==> src/rtl/tsr_pkg.sv <==
// Package: shared constants and types of the timer state/count register unit.
// Assumes: state width fits in one byte lane; half width is a multiple of 8.
package tsr_pkg;
    localparam int unsigned TSR_STATE_W = 5;
    localparam int unsigned TSR_HALF_W  = 16;

    typedef enum logic {
        TSR_ADDR_COUNT = 1'b0,
        TSR_ADDR_STATE = 1'b1
    } tsr_addr_e;
endpackage

==> src/rtl/tsr_wr_gate.sv <==
// Module: write permission gate. Turns a bus write into per-byte count
// enables and per-half state enables, and registers the refused-write error.
// Assumes: the low half owns the lower half of the byte lanes; state fields
// start at the first byte of each half.
module tsr_wr_gate
    import tsr_pkg::*;
#(
    parameter int unsigned HALF_W = TSR_HALF_W,
    localparam int unsigned NBYTES = (2 * HALF_W) / 8,
    localparam int unsigned HALF_BYTES = NBYTES / 2
) (
    input  logic              clk,
    input  logic              rst_n,
    input  logic              unify,
    input  logic              halt_lo,
    input  logic              halt_hi,
    input  logic              wr,
    input  logic              addr,
    input  logic [NBYTES-1:0] wstrb,
    output logic [NBYTES-1:0] cnt_be,
    output logic [1:0]        st_we,
    output logic              err_q
);
    logic lo_req, hi_req, lo_ok, hi_ok, refuse, sel_cnt, sel_st;

    // Decode which halves are addressed and whether each may be written.
    always_comb begin
        lo_req  = |wstrb[HALF_BYTES-1:0];
        hi_req  = |wstrb[NBYTES-1:HALF_BYTES];
        lo_ok   = halt_lo;
        hi_ok   = unify ? halt_lo : halt_hi;
        refuse  = wr & ((lo_req & ~lo_ok) | (hi_req & ~hi_ok));
        sel_cnt = wr & (tsr_addr_e'(addr) == TSR_ADDR_COUNT);
        sel_st  = wr & (tsr_addr_e'(addr) == TSR_ADDR_STATE);
        st_we[0] = sel_st & wstrb[0] & lo_ok;
        st_we[1] = sel_st & wstrb[HALF_BYTES] & halt_hi & ~unify;
    end

    for (genvar b = 0; b < NBYTES; b++) begin : g_be
        if (b < HALF_BYTES) begin : g_lo
            assign cnt_be[b] = sel_cnt & wstrb[b] & lo_ok;
        end else begin : g_hi
            assign cnt_be[b] = sel_cnt & wstrb[b] & hi_ok;
        end
    end

    // Register the error response for the cycle after the write.
    always_ff @(posedge clk) begin
        if (!rst_n) err_q <= 1'b0;
        else        err_q <= refuse;
    end

    p_err_after_write_r4: assert property (@(posedge clk) disable iff (!rst_n)
        err_q |-> $past(wr));
    p_running_lo_no_err_free_r4: assert property (@(posedge clk) disable iff (!rst_n)
        (wr && |wstrb[HALF_BYTES-1:0] && !halt_lo) |=> err_q);
endmodule

==> src/rtl/tsr_state_half.sv <==
// Module: one 5-bit state variable. Software write first, then event load
// or event add (modulo 2^STATE_W); otherwise hold.
// Assumes: sw_we is already gated by halt permission and mode.
module tsr_state_half
    import tsr_pkg::*;
#(
    parameter int unsigned STATE_W = TSR_STATE_W
) (
    input  logic               clk,
    input  logic               rst_n,
    input  logic               enable,
    input  logic               sw_we,
    input  logic [STATE_W-1:0] sw_val,
    input  logic               ev_vld,
    input  logic               ev_load,
    input  logic [STATE_W-1:0] ev_val,
    output logic [STATE_W-1:0] state_q
);
    logic [STATE_W-1:0] state_d;

    // Pick the next state: software, then event, then hold.
    always_comb begin
        state_d = state_q;
        if (sw_we)                 state_d = sw_val;
        else if (ev_vld && enable) state_d = ev_load ? ev_val : state_q + ev_val;
    end

    // State register.
    always_ff @(posedge clk) begin
        if (!rst_n) state_q <= '0;
        else        state_q <= state_d;
    end

    p_sw_wins_r8: assert property (@(posedge clk) disable iff (!rst_n)
        sw_we |=> state_q == $past(sw_val));
    p_ev_load_r6: assert property (@(posedge clk) disable iff (!rst_n)
        (!sw_we && ev_vld && enable && ev_load) |=> state_q == $past(ev_val));
    p_ev_add_r7: assert property (@(posedge clk) disable iff (!rst_n)
        (!sw_we && ev_vld && enable && !ev_load) |=>
        state_q == STATE_W'($past(state_q) + $past(ev_val)));
    p_disabled_hold_r5: assert property (@(posedge clk) disable iff (!rst_n)
        (!enable && !sw_we) |=> $stable(state_q));
endmodule

==> src/rtl/tsr_counter.sv <==
// Module: count register. Split mode: two independent HALF_W counters.
// Unified mode: one 2*HALF_W counter run by halt_lo. Permitted byte writes
// take precedence over counting.
// Assumes: byte enables arrive already permission-gated.
module tsr_counter
    import tsr_pkg::*;
#(
    parameter int unsigned HALF_W = TSR_HALF_W,
    localparam int unsigned DATA_W = 2 * HALF_W,
    localparam int unsigned NBYTES = DATA_W / 8,
    localparam int unsigned HALF_BYTES = NBYTES / 2
) (
    input  logic              clk,
    input  logic              rst_n,
    input  logic              unify,
    input  logic              halt_lo,
    input  logic              halt_hi,
    input  logic [NBYTES-1:0] be,
    input  logic [DATA_W-1:0] wdata,
    output logic [DATA_W-1:0] cnt_q
);
    logic [DATA_W-1:0] merged, cnt_d;
    logic              wr_lo, wr_hi;

    for (genvar b = 0; b < NBYTES; b++) begin : g_merge
        assign merged[b*8 +: 8] = be[b] ? wdata[b*8 +: 8] : cnt_q[b*8 +: 8];
    end

    // Select per mode between written bytes, increment and hold.
    always_comb begin
        wr_lo = |be[HALF_BYTES-1:0];
        wr_hi = |be[NBYTES-1:HALF_BYTES];
        cnt_d = cnt_q;
        if (unify) begin
            if (wr_lo || wr_hi) cnt_d = merged;
            else if (!halt_lo)  cnt_d = cnt_q + DATA_W'(1);
        end else begin
            if (wr_lo)         cnt_d[HALF_W-1:0] = merged[HALF_W-1:0];
            else if (!halt_lo) cnt_d[HALF_W-1:0] = cnt_q[HALF_W-1:0] + HALF_W'(1);
            if (wr_hi)         cnt_d[DATA_W-1:HALF_W] = merged[DATA_W-1:HALF_W];
            else if (!halt_hi) cnt_d[DATA_W-1:HALF_W] = cnt_q[DATA_W-1:HALF_W] + HALF_W'(1);
        end
    end

    // Count register.
    always_ff @(posedge clk) begin
        if (!rst_n) cnt_q <= '0;
        else        cnt_q <= cnt_d;
    end

    p_split_lo_step_r9: assert property (@(posedge clk) disable iff (!rst_n)
        (!unify && !halt_lo && !(|be[HALF_BYTES-1:0])) |=>
        cnt_q[HALF_W-1:0] == HALF_W'($past(cnt_q[HALF_W-1:0]) + 1'b1));
    p_split_hi_hold_r9: assert property (@(posedge clk) disable iff (!rst_n)
        (!unify && halt_hi && !(|be[NBYTES-1:HALF_BYTES])) |=>
        $stable(cnt_q[DATA_W-1:HALF_W]));
    p_unified_step_r10: assert property (@(posedge clk) disable iff (!rst_n)
        (unify && !halt_lo && !(|be)) |=> cnt_q == DATA_W'($past(cnt_q) + 1'b1));
endmodule

==> src/rtl/tsr_regunit.sv <==
// Module: top of the timer state/count register unit. Wires the write gate,
// one state variable per half and the counter, and forms the read word.
// Assumes: bus_addr is 0 for the count and 1 for the state register.
module tsr_regunit
    import tsr_pkg::*;
#(
    parameter int unsigned STATE_W = TSR_STATE_W,
    parameter int unsigned HALF_W  = TSR_HALF_W,
    localparam int unsigned DATA_W = 2 * HALF_W,
    localparam int unsigned NBYTES = DATA_W / 8
) (
    input  logic               clk,
    input  logic               rst_n,
    input  logic               unify,
    input  logic               halt_lo,
    input  logic               halt_hi,
    input  logic               bus_wr,
    input  logic               bus_addr,
    input  logic [NBYTES-1:0]  bus_wstrb,
    input  logic [DATA_W-1:0]  bus_wdata,
    output logic [DATA_W-1:0]  bus_rdata,
    output logic               bus_err,
    input  logic               ev_lo_vld,
    input  logic               ev_lo_load,
    input  logic [STATE_W-1:0] ev_lo_val,
    input  logic               ev_hi_vld,
    input  logic               ev_hi_load,
    input  logic [STATE_W-1:0] ev_hi_val,
    output logic [STATE_W-1:0] state_lo,
    output logic [STATE_W-1:0] state_hi,
    output logic [DATA_W-1:0]  count
);
    localparam logic [DATA_W-1:0] ST_MASK =
        (DATA_W'((1 << STATE_W) - 1) << HALF_W) | DATA_W'((1 << STATE_W) - 1);

    logic [NBYTES-1:0]              cnt_be;
    logic [1:0]                     st_we;
    logic [1:0]                     h_en, h_vld, h_load;
    logic [1:0][STATE_W-1:0]        h_wval, h_ev, h_q;
    logic [DATA_W-1:0]              state_word;

    tsr_wr_gate #(.HALF_W(HALF_W)) u_gate (
        .clk(clk), .rst_n(rst_n), .unify(unify), .halt_lo(halt_lo),
        .halt_hi(halt_hi), .wr(bus_wr), .addr(bus_addr), .wstrb(bus_wstrb),
        .cnt_be(cnt_be), .st_we(st_we), .err_q(bus_err)
    );

    // Gather per-half event and write inputs into indexable vectors.
    always_comb begin
        h_en   = {~unify, 1'b1};
        h_vld  = {ev_hi_vld, ev_lo_vld};
        h_load = {ev_hi_load, ev_lo_load};
        h_ev   = {ev_hi_val, ev_lo_val};
        h_wval = {bus_wdata[HALF_W +: STATE_W], bus_wdata[STATE_W-1:0]};
    end

    for (genvar h = 0; h < 2; h++) begin : g_half
        tsr_state_half #(.STATE_W(STATE_W)) u_state (
            .clk(clk), .rst_n(rst_n), .enable(h_en[h]), .sw_we(st_we[h]),
            .sw_val(h_wval[h]), .ev_vld(h_vld[h]), .ev_load(h_load[h]),
            .ev_val(h_ev[h]), .state_q(h_q[h])
        );
    end

    tsr_counter #(.HALF_W(HALF_W)) u_cnt (
        .clk(clk), .rst_n(rst_n), .unify(unify), .halt_lo(halt_lo),
        .halt_hi(halt_hi), .be(cnt_be), .wdata(bus_wdata), .cnt_q(count)
    );

    // Form the state read word and select the read data by address.
    always_comb begin
        state_lo   = h_q[0];
        state_hi   = h_q[1];
        state_word = '0;
        state_word[STATE_W-1:0] = h_q[0];
        if (!unify) state_word[HALF_W +: STATE_W] = h_q[1];
        bus_rdata = (tsr_addr_e'(bus_addr) == TSR_ADDR_STATE) ? state_word : count;
    end

    p_reserved_zero_r2: assert property (@(posedge clk) disable iff (!rst_n)
        (bus_addr == 1'b1) |-> (bus_rdata & ~ST_MASK) == '0);
    p_unified_hi_reads_zero_r5: assert property (@(posedge clk) disable iff (!rst_n)
        (unify && bus_addr == 1'b1) |-> bus_rdata[HALF_W +: STATE_W] == '0);
    p_running_lo_holds_r4: assert property (@(posedge clk) disable iff (!rst_n)
        (!halt_lo && !ev_lo_vld) |=> $stable(state_lo));
endmodule

==> config.mk <==
export PLATFORM = sky130hd
export DESIGN_NAME = tsr_regunit
export DESIGN_NICKNAME = d
export VERILOG_FILES = /design/src/rtl/tsr_pkg.sv /design/src/rtl/tsr_wr_gate.sv /design/src/rtl/tsr_state_half.sv /design/src/rtl/tsr_counter.sv /design/src/rtl/tsr_regunit.sv
export SDC_FILE = /design/constraint.sdc
export NUM_CORES = 1
export LEC_CHECK = 0
export CAP_MARGIN = 5
export CELL_PAD_IN_SITES_DETAIL_PLACEMENT = 1
export CELL_PAD_IN_SITES_GLOBAL_PLACEMENT = 1
export CORE_MARGIN = 10
export CORE_UTILIZATION = 49
export DETAILED_ROUTE_END_ITERATION = 8
export DONT_BUFFER_PORTS = 1
export HOLD_SLACK_MARGIN = 0.05
export PLACE_DENSITY = 0.87
export SLEW_MARGIN = 10
export SYNTH_ARGS = -nofsm -noshare
export SYNTH_HDL_FRONTEND = slang
export SYNTH_SLANG_ARGS = --single-unit
==> constraint.sdc <==
create_clock -name clk -period 5.55 [get_ports clk]
set_clock_uncertainty 0.15 [all_clocks]
set_input_delay 0 -clock clk [delete_from_list [all_inputs] [get_ports clk]]
set_output_delay 0 -clock clk [all_outputs]
set_load 0.02 [all_outputs]
Word-level counts from Yosys, hierarchy flattened

Index checks and enable logic that the tools add are counted.

Register bits after elaboration: 43
Input port bits: 57
Output and inout port bits: 75
Logic and storage cells: 66

Add/sub/neg operators: 5
Muxes and demuxes: 20
Bitwise gates (word level): 23
Equality and inequality tests: 3
Reductions and logical operators: 10

Operator list:

| operator                                                        | count |
|---|---|
| 32-bit 2-to-1 mux                                               | 4 |
| 16-bit 2-to-1 mux                                               | 4 |
| 5-bit 2-to-1 mux                                                | 7 |
| 16-bit by 1-bit adder with 16-bit output, second input constant | 2 |
| 32-bit by 1-bit adder with 32-bit output, second input constant | 1 |
| 8-bit 2-to-1 mux                                                | 4 |
| 1-bit bitwise AND                                               | 18 |
| 5-bit adder                                                     | 2 |
| 3-bit by 2-bit != test with 1-bit output, second input constant | 3 |
| 2-bit OR reduction                                              | 4 |
| 1-bit NOT                                                       | 4 |
| 2-bit AND reduction                                             | 2 |
| 2-bit nonzero test                                              | 2 |
| 1-bit logical AND                                               | 1 |
| 1-bit logical OR                                                | 1 |
| 1-bit 2-to-1 mux                                                | 1 |
| 1-bit bitwise OR                                                | 1 |

Logic depth before layout (Yosys ltp)

Depth after elaboration: 8
Gate-level depth with buffers: 9
Gate-level depth less buffers: 9

Modules after synthesis

From an unflattened synthesis, not the netlist that was laid out.

Cells, all modules: 485
Area, all modules: 3,736.1 µm²

By module, submodules not included:

| module         | cells each | seq. area each (µm²) | instances | area each (µm²) |
|---|---|---|---|---|
| tsr_counter    | 321        | 640.6                | 1         | 2,463.6 |
| tsr_state_half | 54         | 100.1                | 2         | 437.9 |
| tsr_regunit    | 40         | 0.0                  | 1         | 287.8 |
| tsr_wr_gate    | 16         | 20.0                 | 1         | 108.9 |

Worst setup path after synthesis

Ideal clock, no wire load.

Path type: register -> register
Start: register u_cnt.cnt_q[0]
End: register u_cnt.cnt_q[26]
Slack: 3,179 ps
Setup time: 119 ps
Arrival: 2,102 ps
Clock period less this slack: 2,371 ps
Stages on the path, launching flop included: 8
Data required time: 5,281 ps
Cell sequence: dfxtp_1 > ha_1 > nand3_1 > nor3_1 > nand3_4 > or3_1 > and3_1 > o221a_1

Cells in the longest elaborated chain, start to end: 4

Ends and longest elaborated chain:

| item                                     | RTL line          | source |
|---|---|---|
| from (decl)                              | tsr_counter.sv:20 | `output logic [DATA_W-1:0] cnt_q` |
| from (signal assigned)                   | tsr_counter.sv:48 | `else cnt_q <= cnt_d;` |
| 32-bit by 1-bit adder with 32-bit output | tsr_counter.sv:36 | `else if (!halt_lo) cnt_d = cnt_q + DATA_W'(1);` |
| 32-bit 2-to-1 mux                        | tsr_counter.sv:36 |  |
| 32-bit 2-to-1 mux                        | tsr_counter.sv:35 | `if (wr_lo \|\| wr_hi) cnt_d = merged;` |
| 32-bit 2-to-1 mux                        | tsr_counter.sv:34 | `if (unify) begin` |

Every way passes these cells. The select of a mux whose other input is x is not followed.
A chain may end at the register's enable or synchronous reset.

Worst setup path after layout

Start: input unify
End: register u_cnt.cnt_q[22]

Cells in the longest elaborated chain, start to end: 6

Ends and longest elaborated chain:

| item                                                                                           | RTL line          | source |
|---|---|---|
| from (decl)                                                                                    | tsr_regunit.sv:14 | `input logic unify,` |
| 1-bit 2-to-1 mux                                                                               | tsr_wr_gate.sv:31 | `hi_ok = unify ? halt_lo : halt_hi;` |
| 1-bit bitwise AND                                                                              | tsr_wr_gate.sv:43 | `assign cnt_be[b] = sel_cnt & wstrb[b] & hi_ok;` |
| 2-bit OR reduction                                                                             | tsr_counter.sv:32 | `wr_hi = \|be[NBYTES-1:HALF_BYTES];` |
| 1-bit logical OR                                                                               | tsr_counter.sv:35 |  |
| 3-bit by 2-bit != test with 1-bit output (no line) / 32-bit 2-to-1 mux (equally long branches) | n/a               |  |
| 2-bit AND reduction (no line) / 32-bit 2-to-1 mux (equally long branches)                      | n/a               |  |

Several ways; a longest one is shown, not always the timed one.

==> impl_metrics.csv <==
group,metric,value,unit
sta,setup_viol,0,
synth,synth_cell_types,78,
sta,post-route-period-util,69.8,%
global_route,grt_max_degree,32,
floorplanning,dieArea,12400,um^2
setup_path,crit_buf_inv,4,
detailed_routing,wl_per_cell,28.1,um
detailed_routing,drc_errors,0,
power_and_ir_drop,p_per_area,183,nW/um^2
sta,slew_violations,0,
setup_path,cp_max_fo,28,
setup_path,crit_type,"input pin to flip-flop",
setup_path,path_depth,7,
clock_tree,numCtsBuffers,5,
placed_design,gp_routability_congestion,0.955,
placed_design,io_buffers,0,
synth,ys.warnings.count,0,
setup_path,worstRegToRegCells,8,
sta,rsz0062_at_grt,"false",
power_and_ir_drop,power_switching,362,uW
synth,ys_seq_area_share,21.0,%
power_and_ir_drop,intPower,530,uW
run,maxCapViolations,0,
floorplanning,row_count,33,
synth,synth_top_cell_by_area,"dfxtp_1",
detailed_routing,drt-initial-drc-count,401,
global_route,grt_pass1_wl,32100,um
setup_path,critical-path-max-stage-delay,1.33,ns
global_route,overflow,0,
synth,synthArstFlopShare,0,%
power_and_ir_drop,cellLeakagePower,1.74,nW
layout,final_cell_mix,"69 x dlygate4sd3_1, 59 x nand2_1, 47 x nor2_1, 47 x a21oi_1, 43 x dfxtp_1",
global_route,antenna_found_initial,0,
power_and_ir_drop,seqPwrFrac,44.3,%
setup_path,cp_common_cell,"dlygate4sd3_1",
setup_path,start_kind,"input pin",
power_and_ir_drop,power_frac_comb,30.3,%
detailed_routing,vias_per_cell,7.34,
synth,syn-num-nets,644,
synth,synth_top_area_share,21.0,%
sta,whs,0.0511,ns
floorplanning,fp.dieH,111,um
layout,final_common_cell,"dlygate4sd3_1",
setup_path,arrival,3.95,ns
sta,max_slew.worst_pin.slew,1.18,ns
floorplanning,fp.dieW,111,um
clock_tree,ctsResizeCount,0,
clock_tree,cts-htree-levels,2,
synth,synth-edff-count,0,
global_route,groute.usage.overall,30.8,%
clock_tree,clkSinkCount,43,
min_path,holdPathStages,1,
sta,max_freq,0.258,GHz
synth,avgSynthCellArea,7.13,um^2
sta,fin_crit,3.88,ns
placed_design,dpl.hpwl,12000,um
min_path,min_path_type,"input pin to output pin",
clock_tree,cts.path.max_buffers,2,
clock_tree,cts-root-buf,"clkbuf_8",
setup_path,critPathRequiredTime,5.62,ns
global_route,grt_pass1_vias,5609,
layout,n_antenna_cell,0,
layout,fillCellCount,1007,
synth,synth_ff_type,"dfxtp_1",
setup_path,critPathCaptureType,"flip-flop",
detailed_routing,drtPass1Iterations,5,
clock_tree,post-cts-setup-buffer-count,0,
floorplanning,core,8180,um^2
clock_tree,clock_latency,0.32,ns
floorplanning,ios,132,
clock_tree,clk_pin_slew,0.11,ns
sta,timing.final.hold_violations,0,
synth,netlist_instances,575,
synth,ys_top_cells_by_area,"dfxtp_1 21%, a21oi_1 5.7%, nand2_1 5.4%, o21ai_0 5.0%, nor2_1 4.3%",
power_and_ir_drop,clkPwrFrac,25.4,%
floorplanning,initial_core_util,50.1,%
synth,ys_seq_elements,43,
setup_path,worst_path_max_delay_cell,"dlygate4sd3_1",
detailed_routing,vias,5280,
sta,relSlewSlack,20.7,%
detailed_routing,routed_wl,20200,um
layout,final_nets,682,
setup_path,cpLargestDelayFamily,"buffers and inverters",
power_and_ir_drop,switching_share,40.6,%
layout,drive_gt1_share,5.37,%
synth,synth_area,4100,um^2
layout,final_util,59.5,%
power_and_ir_drop,ir_worst_vdd,88.2,uV
power_and_ir_drop,power,892,uW
setup_path,crit_chain,"dlygate4sd3_1, clkinv_1, a31oi_1, dlygate4sd3_1, o311ai_0, a32o_1, dlygate4sd3_1",
sta,setup_tns,0,ns
status,status,"complete, no violations",
detailed_routing,drtAntennaViolNets,0,
clock_tree,cts_tree,"done",
layout,syn_to_final_growth,18.7,%
## logic make-up after synthesis
logic type	after synthesis	synth area share [%]
AO/OA/AOI/OAI	193	32.6
XOR/XNOR	9	1.92
adder cells (fa/ha/maj)	12	4.03
buffers and inverters	67	6.87
flip-flops	43	21.0
multiplexers	16	4.27
AND/OR/NAND/NOR	235	29.3
## path summary, 6_finish.rpt
path / from / end / slack, ns
max: unify / u_cnt.cnt_q[22]$_SDFFE_PN0P_ / 1.67
min: bus_addr / bus_rdata[4] / 0.05
max reg2reg: u_cnt.cnt_q[0]$_SDFFE_PN0P_ / u_cnt.cnt_q[26]$_SDFFE_PN0P_ / 1.86
min reg2reg: u_cnt.cnt_q[5]$_SDFFE_PN0P_ / u_cnt.cnt_q[5]$_SDFFE_PN0P_ / 0.56
## cells in the mapped netlist, drive strengths merged, types with 3 or more instances
cell type / instances
o21ai: 44
inv: 23
xor2: 7
clkbuf: 28
nor3b: 4
o221a: 6
nand3: 28
a21o: 5
nor3: 19
o311ai: 8
nor4: 4
o32ai: 3
and4: 3
o22ai: 9
nor2b: 21
buf: 15
a21oi: 47
nor2: 47
nand2: 59
or3: 5
mux2: 6
and3: 12
mux2i: 10
ha: 10
a311oi: 4
o211ai: 19
a211oi: 7
dfxtp: 43
a31oi: 8
and2: 5
nand4: 16
o31ai: 6
## area by class of cell
| type | count | area (um^2) | area share, % |
|---|---|---|---|
| timing repair buffer | 74 | 741 | 15.2 |
| clock buffer | 6 | 72.6 | 1.49 |
| sequential | 43 | 861 | 17.7 |
| clock inverter | 2 | 12.5 | 0.257 |
| multi-input combinational | 465 | 2960 | 60.8 |
| inverter | 24 | 90.1 | 1.85 |
| tap | 105 | 131 | 2.70 |
## metrics by stage
step,setup WS [ns],cells,instance area (um^2)
after floorplan,3.18,575,4100
after global placement,2.88,641,4070
after detailed placement,2.80,641,4070
after CTS,1.97,719,4860
after global routing,1.68,719,4860
final,1.67,719,4860
## sequential cells by signal (all words and copies together), names as in the netlist
| signal | count |
|---|---|
| g_half.u_state.state_q | 10 |
| u_cnt.cnt_q | 32 |
| u_gate.err_q | 1 |
## power by group through the flow
stage	logic [mW]	clock network, mW	registers (mW)
floorplan	0.177	0	0.380
global placement	0.183	0	0.398
detailed placement	0.192	0	0.400
CTS	0.252	0.218	0.392
global route	0.290	0.235	0.399
finish	0.270	0.227	0.395
## metal layers
layer,vias up,routed length (um),GRT usage (%)
met1,2570,7170,33.9
met2,370,9990,54.5
met3,109,2010,7.57
met5,-,0,0
li1,2231,-,-
met4,0,1020,14.5
## what timing repair did
action                                  in CTS  in global routing
hold buffers                                70                  0
endpoints found under the setup margin       0                  0
endpoints found under the hold margin       70                  0
Power figures use the tool's default switching activity.
